`src/rtl/fpu_flag_pkg.sv`:
```
package fpu_flag_pkg;

  // Status vector bit positions
  localparam int unsigned C_SNAN  = 0;
  localparam int unsigned C_QNAN  = 1;
  localparam int unsigned C_ISI   = 2;
  localparam int unsigned C_IDI   = 3;
  localparam int unsigned C_ZDZ   = 4;
  localparam int unsigned C_IMZ   = 5;
  localparam int unsigned C_CVT   = 6;
  localparam int unsigned C_CMP   = 7;
  localparam int unsigned C_SQRT  = 8;
  localparam int unsigned N_INV   = 9;
  localparam int unsigned C_OVF   = 9;
  localparam int unsigned C_UNF   = 10;
  localparam int unsigned C_DZ    = 11;
  localparam int unsigned C_IX    = 12;
  localparam int unsigned N_CAUSE = 13;

  // Register field layout: bit 0 enable, bits 8:1 flags
  localparam int unsigned N_FLAG  = 8;
  localparam int unsigned FLD_W   = N_FLAG + 1;

  typedef struct packed {
    logic ix;    // reg bit 8
    logic dz;    // reg bit 7
    logic inf;   // reg bit 6
    logic unf;   // reg bit 5
    logic ovf;   // reg bit 4
    logic qnan;  // reg bit 3
    logic snan;  // reg bit 2
    logic inv;   // reg bit 1
  } fflags_t;

endpackage

```
`src/rtl/fpu_cause_fold.sv`:
```
module fpu_cause_fold
  import fpu_flag_pkg::*;
#(
  parameter int unsigned CAUSE_W = N_CAUSE
) (
  input  logic [CAUSE_W-1:0] cause,
  output fflags_t            flags
);

  logic [N_INV-1:0] inv_vec;

  // Gather the invalid sub-causes into one vector
  for (genvar g = 0; g < N_INV; g++) begin : g_inv
    assign inv_vec[g] = cause[g];
  end

  always_comb begin
    flags      = '0;
    flags.inv  = |inv_vec;
    flags.snan = cause[C_SNAN];
    flags.qnan = cause[C_QNAN];
    flags.inf  = cause[C_ISI] | cause[C_IDI];
    flags.ovf  = cause[C_OVF];
    flags.unf  = cause[C_UNF];
    flags.dz   = cause[C_DZ];
    flags.ix   = cause[C_IX];
  end

endmodule

```
`src/rtl/fpu_flag_reg.sv`:
```
module fpu_flag_reg
  import fpu_flag_pkg::*;
#(
  parameter int unsigned REG_W = 32
) (
  input  logic             clk,
  input  logic             rst_n,
  input  logic             upd,
  input  fflags_t          upd_flags,
  input  logic             sw_we,
  input  logic [REG_W-1:0] sw_wdata,
  output logic             en_q,
  output fflags_t          flags_q,
  output fflags_t          flags_nxt
);

  logic    en_nxt;
  fflags_t base;

  // Next state: the write is applied first, then the status is ORed on
  always_comb begin
    if (sw_we) begin
      en_nxt = sw_wdata[0];
      base   = fflags_t'(sw_wdata[FLD_W-1:1]);
    end else begin
      en_nxt = en_q;
      base   = flags_q;
    end
    flags_nxt = upd ? (base | upd_flags) : base;
  end

  always_ff @(posedge clk or negedge rst_n) begin
    if (!rst_n) begin
      en_q    <= 1'b0;
      flags_q <= '0;
    end else if (sw_we || upd) begin
      en_q    <= en_nxt;
      flags_q <= flags_nxt;
    end
  end

endmodule

```
`src/rtl/fpu_exc_req.sv`:
```
module fpu_exc_req
  import fpu_flag_pkg::*;
#(
  parameter int unsigned PC_W = 32
) (
  input  logic            clk,
  input  logic            rst_n,
  input  logic            upd,
  input  fflags_t         flags_nxt,
  input  logic [PC_W-1:0] pc_i,
  output logic            req_q,
  output logic [PC_W-1:0] pc_q
);

  logic req_nxt;

  always_comb req_nxt = upd & (|flags_nxt);

  always_ff @(posedge clk or negedge rst_n) begin
    if (!rst_n) req_q <= 1'b0;
    else        req_q <= req_nxt;
  end

  always_ff @(posedge clk or negedge rst_n) begin
    if (!rst_n)       pc_q <= '0;
    else if (req_nxt) pc_q <= pc_i;
  end

endmodule

```
`src/rtl/fpu_flag_accum.sv`:
```
module fpu_flag_accum
  import fpu_flag_pkg::*;
#(
  parameter int unsigned REG_W   = 32,
  parameter int unsigned PC_W    = 32,
  parameter int unsigned CAUSE_W = N_CAUSE
) (
  input  logic               clk,
  input  logic               rst_n,
  input  logic               st_valid,
  input  logic [CAUSE_W-1:0] st_cause,
  input  logic [PC_W-1:0]    prev_pc,
  input  logic               sw_we,
  input  logic [REG_W-1:0]   sw_wdata,
  output logic [REG_W-1:0]   csr_rdata,
  output logic               exc_req,
  output logic [PC_W-1:0]    exc_pc
);

  localparam int unsigned PAD_W = REG_W - FLD_W;

  logic [1:0] rst_sync;
  logic       rst_int_n;
  logic       en_q;
  logic       upd;
  fflags_t    st_flags;
  fflags_t    flags_q;
  fflags_t    flags_nxt;

  // Asynchronous assert, synchronous release
  always_ff @(posedge clk or negedge rst_n) begin
    if (!rst_n) rst_sync <= 2'b00;
    else        rst_sync <= {rst_sync[0], 1'b1};
  end
  assign rst_int_n = rst_sync[1];

  assign upd = st_valid & en_q;

  fpu_cause_fold #(.CAUSE_W(CAUSE_W)) u_fold (
    .cause (st_cause),
    .flags (st_flags)
  );

  fpu_flag_reg #(.REG_W(REG_W)) u_reg (
    .clk       (clk),
    .rst_n     (rst_int_n),
    .upd       (upd),
    .upd_flags (st_flags),
    .sw_we     (sw_we),
    .sw_wdata  (sw_wdata),
    .en_q      (en_q),
    .flags_q   (flags_q),
    .flags_nxt (flags_nxt)
  );

  fpu_exc_req #(.PC_W(PC_W)) u_req (
    .clk       (clk),
    .rst_n     (rst_int_n),
    .upd       (upd),
    .flags_nxt (flags_nxt),
    .pc_i      (prev_pc),
    .req_q     (exc_req),
    .pc_q      (exc_pc)
  );

  assign csr_rdata = {{PAD_W{1'b0}}, flags_q, en_q};

endmodule

```
`config.mk`:
```
export PLATFORM = sky130hd
export DESIGN_NAME = fpu_flag_accum
export DESIGN_NICKNAME = d
export VERILOG_FILES = /design/src/rtl/fpu_flag_pkg.sv /design/src/rtl/fpu_cause_fold.sv /design/src/rtl/fpu_flag_reg.sv /design/src/rtl/fpu_exc_req.sv /design/src/rtl/fpu_flag_accum.sv
export SDC_FILE = /design/constraint.sdc
export NUM_CORES = 1
export LEC_CHECK = 0
export BUFFER_PORTS_ARGS = -buffer_cell sky130_fd_sc_hd__buf_2
export CAP_MARGIN = 20
export CORE_AREA = 4 4 88 90
export DETAILED_ROUTE_END_ITERATION = 8
export DIE_AREA = 0 0 92 94
export PLACE_DENSITY = 0.59
export SETUP_SLACK_MARGIN = 0.15
export SLEW_MARGIN = 20
export SYNTH_ARGS = -nofsm -noshare
export SYNTH_HDL_FRONTEND = slang
export SYNTH_SLANG_ARGS = --single-unit
```
`constraint.sdc`:
```
create_clock -name clk -period 4.05 [get_ports clk]
set_clock_uncertainty 0.15 [all_clocks]
set_input_delay 0.2025 -clock clk [delete_from_list [all_inputs] [get_ports clk]]
set_output_delay 0.2025 -clock clk [all_outputs]
set_load 0.005 [all_outputs]
```
; After elaboration in Yosys (flattened, before gate mapping)
; Cells that the tools add are included.
[totals]
register_bits = 44
input_bits = 81
out_inout_bits = 65
word_cells = 22
[op_classes]
n_mux = 2
n_bitwise = 4
reduce_logical = 4
[op_table]
columns = operator, n
row1 = $mux 8, 2
row2 = $reduce_or 9->1, 1
row3 = $or 8x8->8, 1
row4 = $reduce_or 8->1, 1
row5 = $and 1x1->1, 2
row6 = $reduce_and 2->1, 1
row7 = $logic_or 1x1->1, 1
row8 = $or 1x1->1, 1

; Longest topological paths before layout
[depth]
word_depth = 5
mapped_depth = 7
mapped_depth_nobuf = 5

; Cells and area by module
; A second synthesis with hierarchy kept.
[hier_totals]
cells_unflattened = 155
hier_area_um2 = 2193.4
[modules_own_cells]
columns = mod, n_inst, cells_per_inst, area_each_um2, seq_area_each_um2
row1 = fpu_exc_req, 1, 71, 1352.5, 825.8
row2 = fpu_flag_reg, 1, 45, 526.8, 225.2
row3 = fpu_flag_accum, 1, 29, 244.0, 50.0
row4 = fpu_cause_fold, 1, 10, 70.1, 0.0

; Worst setup path after synthesis
; No wires, ideal clock.
[synth_timing]
kind = reg-to-reg
from = register u_reg.en_q
to = register u_req.pc_q[0]
t_arrival_ns = 1.936
t_required_ns = 3.775
slack_ns = 1.839
path_stages_with_launch = 8
n_path_buf = 2
synth_period_minus_slack_ns = 2.211
cell_sequence = dfrtp_1 > and2_1 > buf_6 > a221o_1 > nor4_4 > a31oi_4 > buf_6 > mux2_4
[synth_between]
elab_chain_cells = 4
[synth_rtl]
columns = element, line
row1 = from (decl), fpu_flag_reg.sv:12  ; output logic en_q,
row2 = from (signal assigned), fpu_flag_reg.sv:37  ; en_q <= en_nxt;
row3 = $and 1x1->1 (*), fpu_flag_accum.sv:37  ; assign upd = st_valid & en_q;
row4 = $mux 8, fpu_flag_reg.sv:29  ; flags_nxt = upd ? (base | upd_flags) : base;
row5 = $reduce_or 8->1, fpu_exc_req.sv:17  ; always_comb req_nxt = upd & (|flags_nxt);
row6 = $and 1x1->1 (*), fpu_exc_req.sv:17
row7 = to (signal assigned), fpu_exc_req.sv:26  ; else if (req_nxt) pc_q <= pc_i;
row8 = to (decl), fpu_exc_req.sv:12  ; output logic [PC_W-1:0] pc_q
; Every way passes the cells marked *; elsewhere a longest branch is shown, timed or not.
; A chain may end at the register's enable or synchronous reset.

; Worst setup path after layout
[layout_timing]
from = register u_reg.en_q
to = register u_req.pc_q[23]
; The elaborated chain is that of the path after synthesis.

==> impl_metrics.sql <==
INSERT INTO impl_metrics (metric_group, metric, value, unit) VALUES
('setup_path', 'critical_path.slowest_cell', 'sky130_fd_sc_hd__a31oi_4', ''),
('timing', 'worst_slack', '1.25', 'ns'),
('route', 'post_drt_wl_per_cell', '12.6', 'um'),
('setup_path', 'setup.worst_path.start_class', 'flip-flop', ''),
('global_routing', 'globalRoute.totalOverflow', '0', ''),
('clock_network', 'cts.hold.buffers_added', '34', ''),
('synth', 'synth_xor_xnor_area_share', '0', '%'),
('synth', 'synth_compound_gate_area_share', '4.61', '%'),
('pwr', 'static-leakage-power', '1.49', 'nW'),
('final_layout', 'flow.area_growth_from_synthesis', '45.5', '%'),
('route', 'via_count', '1447', ''),
('placement', 'numPortBuffers', '99', ''),
('die', 'row_count', '31', ''),
('global_routing', 'number_of_global_route_vias_before_repair', '1553', ''),
('route', 'drt_drc_violations_left', '0', ''),
('pwr', 'power_density', '398', 'mW/mm^2'),
('flow_run', 'timing.max_cap.violations', '0', ''),
('hold_path', 'worst_hold_path_type', 'primary input to flip-flop', ''),
('route', 'detail_route.first_pass.iterations', '4', ''),
('outcome', 'run_status', 'complete, no violations', ''),
('final_layout', 'design.final.nets', '350', ''),
('route', 'first_iter_violations', '32', ''),
('clock_network', 'root_buffer', 'sky130_fd_sc_hd__clkbuf_8', ''),
('clock_network', 'clock-sinks', '44', ''),
('clock_network', 'clock_latency', '0.29', 'ns'),
('synth', 'synth_area_per_cell', '15.1', 'um^2'),
('synth', 'synthesis.instances', '135', ''),
('clock_network', 'tritoncts', 'built', ''),
('clock_network', 'ctsResizeCount', '0', ''),
('synth', 'synthTopCellsByArea', 'sky130_fd_sc_hd__dfrtp_1 54%, sky130_fd_sc_hd__mux2_4 21%, sky130_fd_sc_hd__buf_4 9.2%', ''),
('die', 'die_h', '94', 'um'),
('synth', 'netlist.top_cell.by_area', 'sky130_fd_sc_hd__dfrtp_1', ''),
('synth', 'synth_top_family_by_area', 'multiplexers', ''),
('route', 'ant_nets', '0', ''),
('global_routing', 'grtUsageTotal', '10.9', '%'),
('timing', 'slew_headroom', '39.2', '%'),
('global_routing', 'grt_max_degree', '43', ''),
('synth', 'synth_seq_area_share', '54.1', '%'),
('timing', 'fin_setup_tns', '0', 'ns'),
('timing', 'setup_violations', '0', ''),
('setup_path', 'crit_type', 'flip-flop to flip-flop', ''),
('clock_network', 'clock_path_buffers', '2', ''),
('route', 'drt_wl_total', '4630', 'um'),
('route', 'routed_via_density', '3.92', ''),
('placement', 'place.detailed.hpwl', '3150', 'um'),
('synth', 'synth.ff_latch_count', '44', ''),
('clock_network', 'cts_inserted_buffers', '5', ''),
('synth', 'syn-cell-area', '0.00204', 'mm^2'),
('timing', 'final-max-slew-violation-count', '0', ''),
('setup_path', 'worstPathCellList', 'and2_1 -> a221o_1 -> nor4_4 -> a31oi_4 -> buf_4 -> mux2_2', ''),
('clock_network', 'cts-htree-levels', '2', ''),
('final_layout', 'layout_common_cells', '99 x sky130_fd_sc_hd__buf_2, 43 x sky130_fd_sc_hd__dfrtp_1, 34 x sky130_fd_sc_hd__dlygate4sd3_1', ''),
('timing', 'rsz0062_at_grt', 'false', ''),
('die', 'ioPinCount', '146', ''),
('synth', 'post_synth_fa_ha_maj_area_fraction', '0', '%'),
('timing', 'maxClockFrequency', '358', 'MHz'),
('final_layout', 'layout_commonest_cell', 'sky130_fd_sc_hd__buf_2', ''),
('die', 'dieArea', '0.00865', 'mm^2'),
('setup_path', 'critical-path-max-stage-delay', '0.69', 'ns'),
('setup_path', 'endpoint_kind', 'flip-flop', ''),
('placement', 'gp_routability_congestion', '0.669', ''),
('die', 'initial_utilization', '28.8', '%'),
('final_layout', 'finalCoreUtilization', '42.0', '%'),
('synth', 'synth.mux.area_fraction', '24.6', '%'),
('placement', 'placement.cell_area', '0.00251', 'mm^2'),
('clock_network', 'post-cts-setup-buffers', '0', ''),
('timing', 'timing_hold_violations_final', '0', ''),
('placement', 'place_worst_setup_slack', '1.21', 'ns'),
('synth', 'yosysUniqueCellTypes', '19', ''),
('synth', 'synth.yosys.warnings', '0', ''),
('pwr', 'ir_worst_vdd', '0.135', 'mV');
-- Yosys cell counts, drive strengths merged --
cell type / count
nor2: 1
conb: 2
nor2b: 6
buf: 29
inv: 1
a221o: 6
dfrtp: 44
a21oi: 1
a31oi: 1
nor4: 2
nand2: 3
o211ai: 1
mux2: 33
mux2i: 2
and2: 1
nor3: 2
-- worst max-delay path: cells and delay by family, from the launching register on --
family	cells	cell delay, ns
buf+inv	1	0.44
flops	1	0.41
compound gates	2	0.95
simple gates	2	0.35
mux	1	0.37
-- path summary, 6_finish.rpt --
kind	from	to	slack, ns	cells after the start
setup / recovery	u_reg.en_q$_DFFE_PN0P_	u_req.pc_q[23]$_DFFE_PN0P_	1.25	6
hold / removal	st_cause[10]	u_reg.flags_q[4]$_DFFE_PN0N_	0.03	2
setup reg to reg	u_reg.en_q$_DFFE_PN0P_	u_req.pc_q[23]$_DFFE_PN0P_	1.25	6
hold reg to reg	rst_sync[0]$_DFF_PN0_	rst_sync[1]$_DFF_PN0_	0.21	0
max in group asynchronous	rst_sync[1]$_DFF_PN0_	u_req.pc_q[3]$_DFFE_PN0P_	2.91	0
min in group asynchronous	rst_n	rst_sync[1]$_DFF_PN0_	0.08	2
-- kinds of logic after synthesis --
group / Yosys count
other cells: 2
flops: 44
simple gates: 15
compound gates: 9
mux: 35
buf+inv: 30
-- routing by layer --
| metal | share of wire [%] | up-vias | track usage (%) |
|---|---|---|---|
| met5 | 0 | - | 0 |
| met4 | 0.95 | 0 | 3.34 |
| met3 | 6.3 | 4 | 3.21 |
| met2 | 51 | 64 | 19.0 |
| met1 | 41 | 692 | 12.9 |
| li1 | - | 687 | - |
-- layout make-up --
class | count | area (um^2) | share of cell area (%)
sequential | 44 | 1100 | 37.2
timing repair buffer | 134 | 843 | 28.5
multi-input combinational | 83 | 781 | 26.4
tap | 99 | 124 | 4.18
clock buffer | 6 | 72.6 | 2.45
clock inverter | 2 | 35.0 | 1.18
inverter | 1 | 3.75 | 0.127
-- state kept, by name (all words and copies together) (netlist names) --
name,cells
u_req.pc_q,32
u_reg.flags_q,8
rst_sync,2
u_reg.en_q,1
u_req.req_q,1
-- stage by stage --
stage	cells	power (mW)	hold WS, ns
after floorplan	157	0.735	-0.243
after global placement	327	0.833	-0.162
after detailed placement	327	0.837	-0.162
after CTS	369	1.21	0.0106
after global routing	369	1.26	0.0238
final	369	1.18	0.0258
-- power by group --
group	leakage (nW)	switching, mW	internal [mW]
sequential	0.513	0.0454	0.514
combinational	0.917	0.102	0.190
clock	0.0552	0.144	0.183
Note: power is estimated with default switching activity, not from simulation.
